### src/rtl/dma_enable_pkg.sv
package dma_enable_pkg;

    // Bit position of the "every channel" flag inside a command byte
    localparam int CMD_ALL_BIT = 6;

    // Vector identifiers
    localparam int VEC_REQ = 0;
    localparam int VEC_ERR = 1;
    localparam int NUM_VEC = 2;

    // Decoded view of the low seven bits of a command byte
    typedef struct packed {
        logic       all;   // bit 6: act on every channel
        logic [5:0] code;  // bits 5:0: channel number
    } cmd_code_t;

    function automatic cmd_code_t to_cmd(input logic [6:0] raw);
        cmd_code_t c;
        c.all  = raw[CMD_ALL_BIT];
        c.code = raw[5:0];
        return c;
    endfunction

    // Set command offset: request 0x18, error interrupt 0x1A
    function automatic int set_cmd_addr(input int v);
        return 8'h18 + 2 * v;
    endfunction

    // Clear command offset: request 0x19, error interrupt 0x1B
    function automatic int clr_cmd_addr(input int v);
        return 8'h19 + 2 * v;
    endfunction

    // Offset of byte k (counted from the most significant byte) of vector v
    function automatic int vec_byte_addr(input int v, input int k);
        return ((v == VEC_REQ) ? 8'h0E : 8'h16) + k;
    endfunction

endpackage

### src/rtl/dma_enable_cmd_decode.sv
module dma_enable_cmd_decode
    import dma_enable_pkg::*;
#(
    parameter int NCH = 16
) (
    input  logic           valid,
    input  logic [6:0]     cmd_raw,
    output logic [NCH-1:0] mask
);

    cmd_code_t cmd;
    assign cmd = to_cmd(cmd_raw);

    // One decode term per channel; codes beyond NCH-1 select nothing
    for (genvar i = 0; i < NCH; i++) begin : g_chan
        assign mask[i] = valid & (cmd.all | (cmd.code == 6'(i)));
    end

    always_comb begin
        if (valid && cmd.all) begin
            assert_all_code_R3 : assert (&mask);
        end
        if (valid && !cmd.all) begin
            assert_single_or_none_R6 : assert ($countones(mask) <= 1);
        end
        if (!valid) begin
            assert_idle_no_mask_R10 : assert (mask == '0);
        end
    end

endmodule

### src/rtl/dma_enable_vector.sv
module dma_enable_vector #(
    parameter int NCH = 16,
    localparam int NB = NCH / 8
) (
    input  logic           clk,
    input  logic           rst,
    input  logic [NCH-1:0] set_mask,
    input  logic [NCH-1:0] clr_mask,
    input  logic [NB-1:0]  load_en,
    input  logic [7:0]     load_byte,
    output logic [NCH-1:0] q
);

    logic [NCH-1:0] q_next;

    always_comb begin
        q_next = q;
        for (int b = 0; b < NB; b++) begin
            if (load_en[b]) q_next[b*8 +: 8] = load_byte;
        end
        q_next = (q_next | set_mask) & ~clr_mask;
    end

    always_ff @(posedge clk) begin
        if (rst) q <= '0;
        else     q <= q_next;
    end

    // Channels outside the command mask keep their state
    assert_bits_kept_R6 : assert property (@(posedge clk) disable iff (rst)
        (load_en == '0) |=>
        (((q ^ $past(q)) & ~($past(set_mask) | $past(clr_mask))) == '0));

    // Clearing leaves the selected channels at zero
    assert_clear_hit_R2 : assert property (@(posedge clk) disable iff (rst)
        ((clr_mask != '0) && (load_en == '0) && (set_mask == '0)) |=>
        ((q & $past(clr_mask)) == '0));

    // Setting leaves the selected channels at one
    assert_set_hit_R4 : assert property (@(posedge clk) disable iff (rst)
        ((set_mask != '0) && (load_en == '0) && (clr_mask == '0)) |=>
        ((q & $past(set_mask)) == $past(set_mask)));

endmodule

### src/rtl/dma_enable_bank.sv
module dma_enable_bank
    import dma_enable_pkg::*;
#(
    parameter int NCH    = 16,
    parameter int ADDR_W = 8
) (
    input  logic              clk,
    input  logic              rst,
    input  logic              wr_en,
    input  logic [ADDR_W-1:0] addr,
    input  logic [7:0]        wr_data,
    output logic [7:0]        rd_data,
    output logic [NCH-1:0]    req_enable,
    output logic [NCH-1:0]    err_irq_enable
);

    localparam int NB = NCH / 8;

    logic [NUM_VEC-1:0][NCH-1:0] vec_q;
    logic [NUM_VEC-1:0]          vec_hit;
    logic [NUM_VEC-1:0]          cmd_hit;
    logic [NUM_VEC-1:0][7:0]     vec_rd;

    for (genvar v = 0; v < NUM_VEC; v++) begin : g_vec
        logic           set_sel, clr_sel;
        logic [NB-1:0]  load_sel;
        logic [NB-1:0]  rd_sel;
        logic [NCH-1:0] set_mask, clr_mask;

        assign set_sel = wr_en && (addr == ADDR_W'(set_cmd_addr(v)));
        assign clr_sel = wr_en && (addr == ADDR_W'(clr_cmd_addr(v)));

        // Byte b of the vector sits at base + (NB-1-b): high byte first
        for (genvar b = 0; b < NB; b++) begin : g_byte
            assign rd_sel[b]   = (addr == ADDR_W'(vec_byte_addr(v, NB - 1 - b)));
            assign load_sel[b] = wr_en && rd_sel[b];
        end

        dma_enable_cmd_decode #(.NCH(NCH)) u_set_dec (
            .valid   (set_sel),
            .cmd_raw (wr_data[6:0]),
            .mask    (set_mask)
        );

        dma_enable_cmd_decode #(.NCH(NCH)) u_clr_dec (
            .valid   (clr_sel),
            .cmd_raw (wr_data[6:0]),
            .mask    (clr_mask)
        );

        dma_enable_vector #(.NCH(NCH)) u_vec (
            .clk       (clk),
            .rst       (rst),
            .set_mask  (set_mask),
            .clr_mask  (clr_mask),
            .load_en   (load_sel),
            .load_byte (wr_data),
            .q         (vec_q[v])
        );

        assign cmd_hit[v] = (addr == ADDR_W'(set_cmd_addr(v))) ||
                            (addr == ADDR_W'(clr_cmd_addr(v)));
        assign vec_hit[v] = cmd_hit[v] || (rd_sel != '0);

        always_comb begin
            vec_rd[v] = '0;
            for (int b = 0; b < NB; b++) begin
                if (rd_sel[b]) vec_rd[v] = vec_q[v][b*8 +: 8];
            end
        end
    end

    // Command offsets contribute nothing, so they read as zero
    always_comb begin
        rd_data = '0;
        for (int v = 0; v < NUM_VEC; v++) rd_data |= vec_rd[v];
    end

    assign req_enable     = vec_q[VEC_REQ];
    assign err_irq_enable = vec_q[VEC_ERR];

    assert_cmd_reads_zero_R8 : assert property (@(posedge clk) disable iff (rst)
        (cmd_hit != '0) |-> (rd_data == 8'h00));

    assert_unmapped_write_R10 : assert property (@(posedge clk) disable iff (rst)
        (wr_en && (vec_hit == '0)) |=> ($stable(req_enable) && $stable(err_irq_enable)));

    assert_unmapped_read_R10 : assert property (@(posedge clk) disable iff (rst)
        (vec_hit == '0) |-> (rd_data == 8'h00));

endmodule

### config.mk
export PLATFORM = sky130hd
export DESIGN_NAME = dma_enable_bank
export DESIGN_NICKNAME = d
export VERILOG_FILES = /design/src/rtl/dma_enable_pkg.sv /design/src/rtl/dma_enable_cmd_decode.sv /design/src/rtl/dma_enable_vector.sv /design/src/rtl/dma_enable_bank.sv
export SDC_FILE = /design/constraint.sdc
export NUM_CORES = 1
export LEC_CHECK = 0
export ABC_AREA = 1
export BUFFER_PORTS_ARGS = -buffer_cell sky130_fd_sc_hd__clkbuf_2
export CAP_MARGIN = 20
export CORE_UTILIZATION = 48
export CTS_CLUSTER_DIAMETER = 40
export CTS_CLUSTER_SIZE = 25
export DETAILED_ROUTE_END_ITERATION = 8
export PLACE_DENSITY = 0.7
export REMOVE_ABC_BUFFERS = 1
export SKIP_LAST_GASP = 1
export SLEW_MARGIN = 0
export SYNTH_ARGS = -nofsm -noshare
export SYNTH_HDL_FRONTEND = slang
export SYNTH_SLANG_ARGS = --single-unit
### constraint.sdc
create_clock -name clk -period 2.2 [get_ports clk]
set_clock_uncertainty 0.15 [all_clocks]
set_input_delay 0.22 -clock clk [delete_from_list [all_inputs] [get_ports clk]]
set_output_delay 0.22 -clock clk [all_outputs]
set_load 0.02 [all_outputs]
After elaboration in Yosys (flattened, before gate mapping)
Cells that the tools add are included.
Cells by class
  $add $sub $neg: 0
  $mul: 0
  divide/modulo/power cells: 0
  magnitude comparators: 0
  eq/ne operators: 23
  shifts and indexed selects: 0
  muxes and demuxes: 8
  bitwise gates (word level): 87
  reduce and logical (&&, ||, !) cells: 9
Operators by type and width (count)
  bitwise AND 1 bit: 64
  two-way mux 8 bit: 8
  == test 6 x 4 -> 1 bit, second input constant: 8
  == test 8 x 5 -> 1 bit, second input constant: 6
  bitwise AND 16 bit: 2
  NOT 16 bit: 2
  OR 16 bit: 2
  == test 6 x 3 -> 1 bit, second input constant: 4
  == test 8 x 4 -> 1 bit, second input constant: 2
  OR 1 bit: 16
  == test 6 x 2 -> 1 bit, second input constant: 2
  logical AND 1 bit: 8
  OR 8 bit: 1
  == test 6 x 1 -> 1 bit, second input constant: 1
  zero test 6 bit: 1
Word-level totals
  register bits: 32
  bits in latches: 0
  RAM bits: 0
  memory bits (read-only): 0
  output and inout port bits: 40
  word-level logic and storage cells: 129
  memories kept: 0

Depth between registers and ports, before layout
  depth after elaboration: 5
  depth in mapped cells: 9

Cells and area by module
From an unflattened synthesis, not the netlist that was laid out.
Unflattened totals
  cell total of the unflattened synthesis: 614
  area total of the unflattened synthesis: 3388.2 µm²
By module, submodules not included
  dma_enable_vector: instances 2, cells each 149, area each 902.1 µm², seq. area each 320.3 µm²
  dma_enable_cmd_decode: instances 4, cells each 52, area each 262.8 µm², seq. area each 0.0 µm²
  dma_enable_bank: instances 1, cells each 108, area each 533.0 µm², seq. area each 0.0 µm²

Worst setup path before layout
OpenSTA, ideal clock, no wires.
  path kind: input to output
  from: in addr[7]
  to: out rd_data[0]
  arrival: 1.135 ns
  slack: 0.695 ns
  stages: 5
  path buffers: 0
  cells stage by stage: nor2_1 > nand2_2 > nor3_2 > nand2_1 > nand4_1
Between the ends
  longest elaborated chain between the ends: 4
  elaborated cells on any way between the ends: 9
RTL lines
  start: declaration: line dma_enable_bank.sv:10  | input logic [ADDR_W-1:0] addr,
  == test 8 x 4 -> 1 bit or == test 8 x 5 -> 1 bit (tied branches): line dma_enable_bank.sv:35  | assign rd_sel[b] = (addr == ADDR_W'(vec_byte_addr(v, NB - 1 - b)));
  two-way mux 8 bit (2 in a row): line dma_enable_bank.sv:68  | if (rd_sel[b]) vec_rd[v] = vec_q[v][b*8 +: 8];
  OR 8 bit *: line dma_enable_bank.sv:76  | for (int v = 0; v < NUM_VEC; v++) rd_data |= vec_rd[v];
  end: declaration: line dma_enable_bank.sv:12  | output logic [7:0] rd_data,
Mark *: on every way between the ends. The rest lies on a longest branch, timed or not.

Worst setup path in the final report
  from: in addr[3]
  to: out rd_data[3]
The elaborated chain is that of the path after synthesis.

==> flow_metrics.py <==
metrics = {
    "floorplanning": {
        "io_pins": 59,
        "core-area_mm2": 0.00514,
        "fp.dieArea_mm2": 0.00570,
        "die_h_um": 75.5,
        "rows": 26,
        "die_w_um": 75.5,
        "initial_utilization": 0.504,
    },
    "setup_path": {
        "end_kind": "output port",
        "worst-path-buf-inv": 4,
        "reg2reg_setup_slack_ns": 1.31,
        "slowest_stage": "nor3_2",
        "path_cells": "clkbuf_2 > inv_1 > nand2_1 > nor3_2 > buf_4 > nand2_1 > nand4_1 > clkbuf_2",
        "rr_endpoint": "g_vec[0].u_vec.q[11]",
        "crit_type": "in -> out",
        "rr_worst_depth": 4,
        "critPathArrivalTime_ns": 1.37,
        "startpoint_type": "input pin",
        "worstPathMaxFanout": 4,
        "worstPathRequired_ns": 1.83,
        "critical_path.top_delay_family": "simple AND/OR/NAND/NOR gates",
        "worstReg2RegStart": "g_vec[0].u_vec.q[11]",
        "cp.depth": 8,
        "max_stage_delay_ns": 0.27,
    },
    "hold_path": {
        "hold-path-endpoint": "g_vec[1].u_vec.q[0]",
        "min_path_type": "in -> reg",
        "holdCritStartpoint": "rst",
        "hold_path_depth": 4,
    },
    "sta": {
        "rsz0062_at_grt": "false",
        "fmax_mhz": 575,
        "fin_crit_sh": 0.791,
        "tightestPinTransition_ns": 0.623,
        "setup_violations": 0,
        "tns_ns": 0,
        "min_period_ns": 1.74,
        "slew-limit-headroom": 0.583,
        "hold_viol": 0,
        "drv_slew": 0,
    },
    "finish": {
        "num_antenna_cells": 0,
        "reg_top3": "g_vec.u_vec.q (32)",
        "top_register": "g_vec.u_vec.q",
        "fill_cells": 555,
        "area_delta_synth_final_pct": 18.9,
        "drive_above_1_share": 0.204,
        "largest_reg_flops": 32,
        "multi_input_area_mm2": 0.00166,
        "nets": 518,
        "fin_util": 0.599,
        "regArea_um2": 641,
    },
    "detailed_routing": {
        "initialDrtViolationCount": 289,
        "vias": 3094,
        "viasPerCell": 5.44,
        "dr.pass1.iters": 5,
        "ant_nets": 0,
        "wire_per_inst_um": 15.0,
        "drc": 0,
        "drt-total-wl_mm": 8.51,
    },
    "global_route": {
        "antenna_found_initial": 0,
        "grt_pass1_vias": 2556,
        "grt_usage": 0.308,
        "grt_pass1_wl_mm": 12.9,
        "grt_max_degree": 30,
        "overflow": 0,
    },
    "logic_synthesis": {
        "yosys_warnings": 0,
        "ys_types": 25,
        "async_reset_ff_frac": 0,
        "avgSynthCellArea_um2": 5.93,
        "syn_area_mm2": 0.00259,
        "yosys_most_used_dff": "dfxtp_1",
        "ys_seq_elements": 32,
        "syn_inst": 437,
        "seq_area_frac_synth": 0.247,
        "yosys.area.top_type": "nand2_1",
        "yosysMostFrequentCell": "nand2_1",
        "synth_edf_count": 0,
        "netlist.area_leader.share": 0.265,
        "synth.area.top_cells": "nand2_1, dfxtp_1, nand4_1",
        "synth_common_cells": "nand2_1, inv_1, nand4_1",
    },
    "placed_design": {
        "gp_congestion": 0.897,
        "dp_hpwl_mm": 5.91,
        "port_buffers": 58,
    },
    "clocking": {
        "post_cts_resized": 0,
        "root_buffer": "clkbuf_8",
        "postCtsSetupBuffers": 0,
        "path_clk_slew_ns": 0.07,
        "clock_path_buffers": 2,
        "holdBufCountCts": 0,
        "numCtsBuffers": 5,
        "cts_sinks": 32,
        "cts_tree": "done",
        "clock_latency_ns": 0.28,
        "cts_max_level": 2,
    },
    "power": {
        "p_per_area_mw_per_mm2": 416,
        "p_leak_nw": 1.50,
        "peakVddDrop_mv": 0.368,
    },
    "job": {
        "drv_cap": 0,
    },
    "run_status": {
        "status": "completed",
    },
}
-- routing by layer --
layer / routed length [um] / track usage
met3: 861 / 0.0503
met4: 123 / 0.0947
met2: 3880 / 0.500
met1: 3650 / 0.419
met5: 0 / 0
-- through the flow --
stage	cell area (um^2)	setup WS [ns]	power, W	hold WS [ns]	cells
2_1_floorplan	2500	0.695	0.000702	0.215	421
3_3_place_gp	2980	0.487	0.000786	0.391	562
3_5_place_dp	2980	0.464	0.000787	0.390	562
4_1_cts	3080	0.459	0.00128	0.158	569
5_1_grt	3080	0.351	0.00132	0.190	569
6_report	3080	0.460	0.00128	0.163	569
-- worst max-delay path by stage --
stage / slack (ns) / start / to
floorplan: 0.70 / addr[7] / rd_data[0]
global placement: 0.49 / addr[3] / rd_data[2]
detailed placement: 0.46 / addr[7] / rd_data[3]
CTS: 0.46 / addr[7] / rd_data[3]
global route: 0.35 / addr[3] / rd_data[1]
finish: 0.46 / addr[3] / rd_data[3]
-- placed cells by master (no fill, tap or decap), types with 2 or more instances in the layout --
master / count
a21oi_1: 29
buf_4: 12
clkbuf_2: 58
clkbuf_8: 7
clkinv_1: 2
dfxtp_1: 32
inv_1: 50
nand2_1: 183
nand2_4: 2
nand3_1: 38
nand3_4: 4
nand3b_1: 2
nand4_1: 40
nor2_1: 18
nor2_2: 2
nor2_4: 5
nor3_2: 4
nor3_4: 3
o21ai_0: 3
-- final cells by class --
cell class | count | area share
Multi-Input combinational cell | 336 | 0.538
Sequential cell | 32 | 0.208
Timing Repair Buffer | 71 | 0.130
Inverter | 53 | 0.0646
Clock buffer | 7 | 0.0313
Tap cell | 70 | 0.0284
-- worst min-delay path: cells and delay by family --
family                 cells  cell delay, ns
AOI/OAI and AO/OA          1            0.06
buffers and inverters      2            0.22
and+or+nand+nor            1            0.06
-- cell families (layout without fill, tap and decap cells) --
logic type | count (synthesis) | in the layout | synth area share
simple gates | 304 | 304 | 0.577
buf+inv | 69 | 131 | 0.113
compound gates | 32 | 32 | 0.0618
flops | 32 | 32 | 0.247
-- where the power goes --
part | switching, W | internal [W]
Clock | 0.000224 | 0.000279
Combinational | 0.000148 | 0.0000484
Sequential | 0.00000155 | 0.000581
No activity file was read; power rests on OpenSTA's default activity.
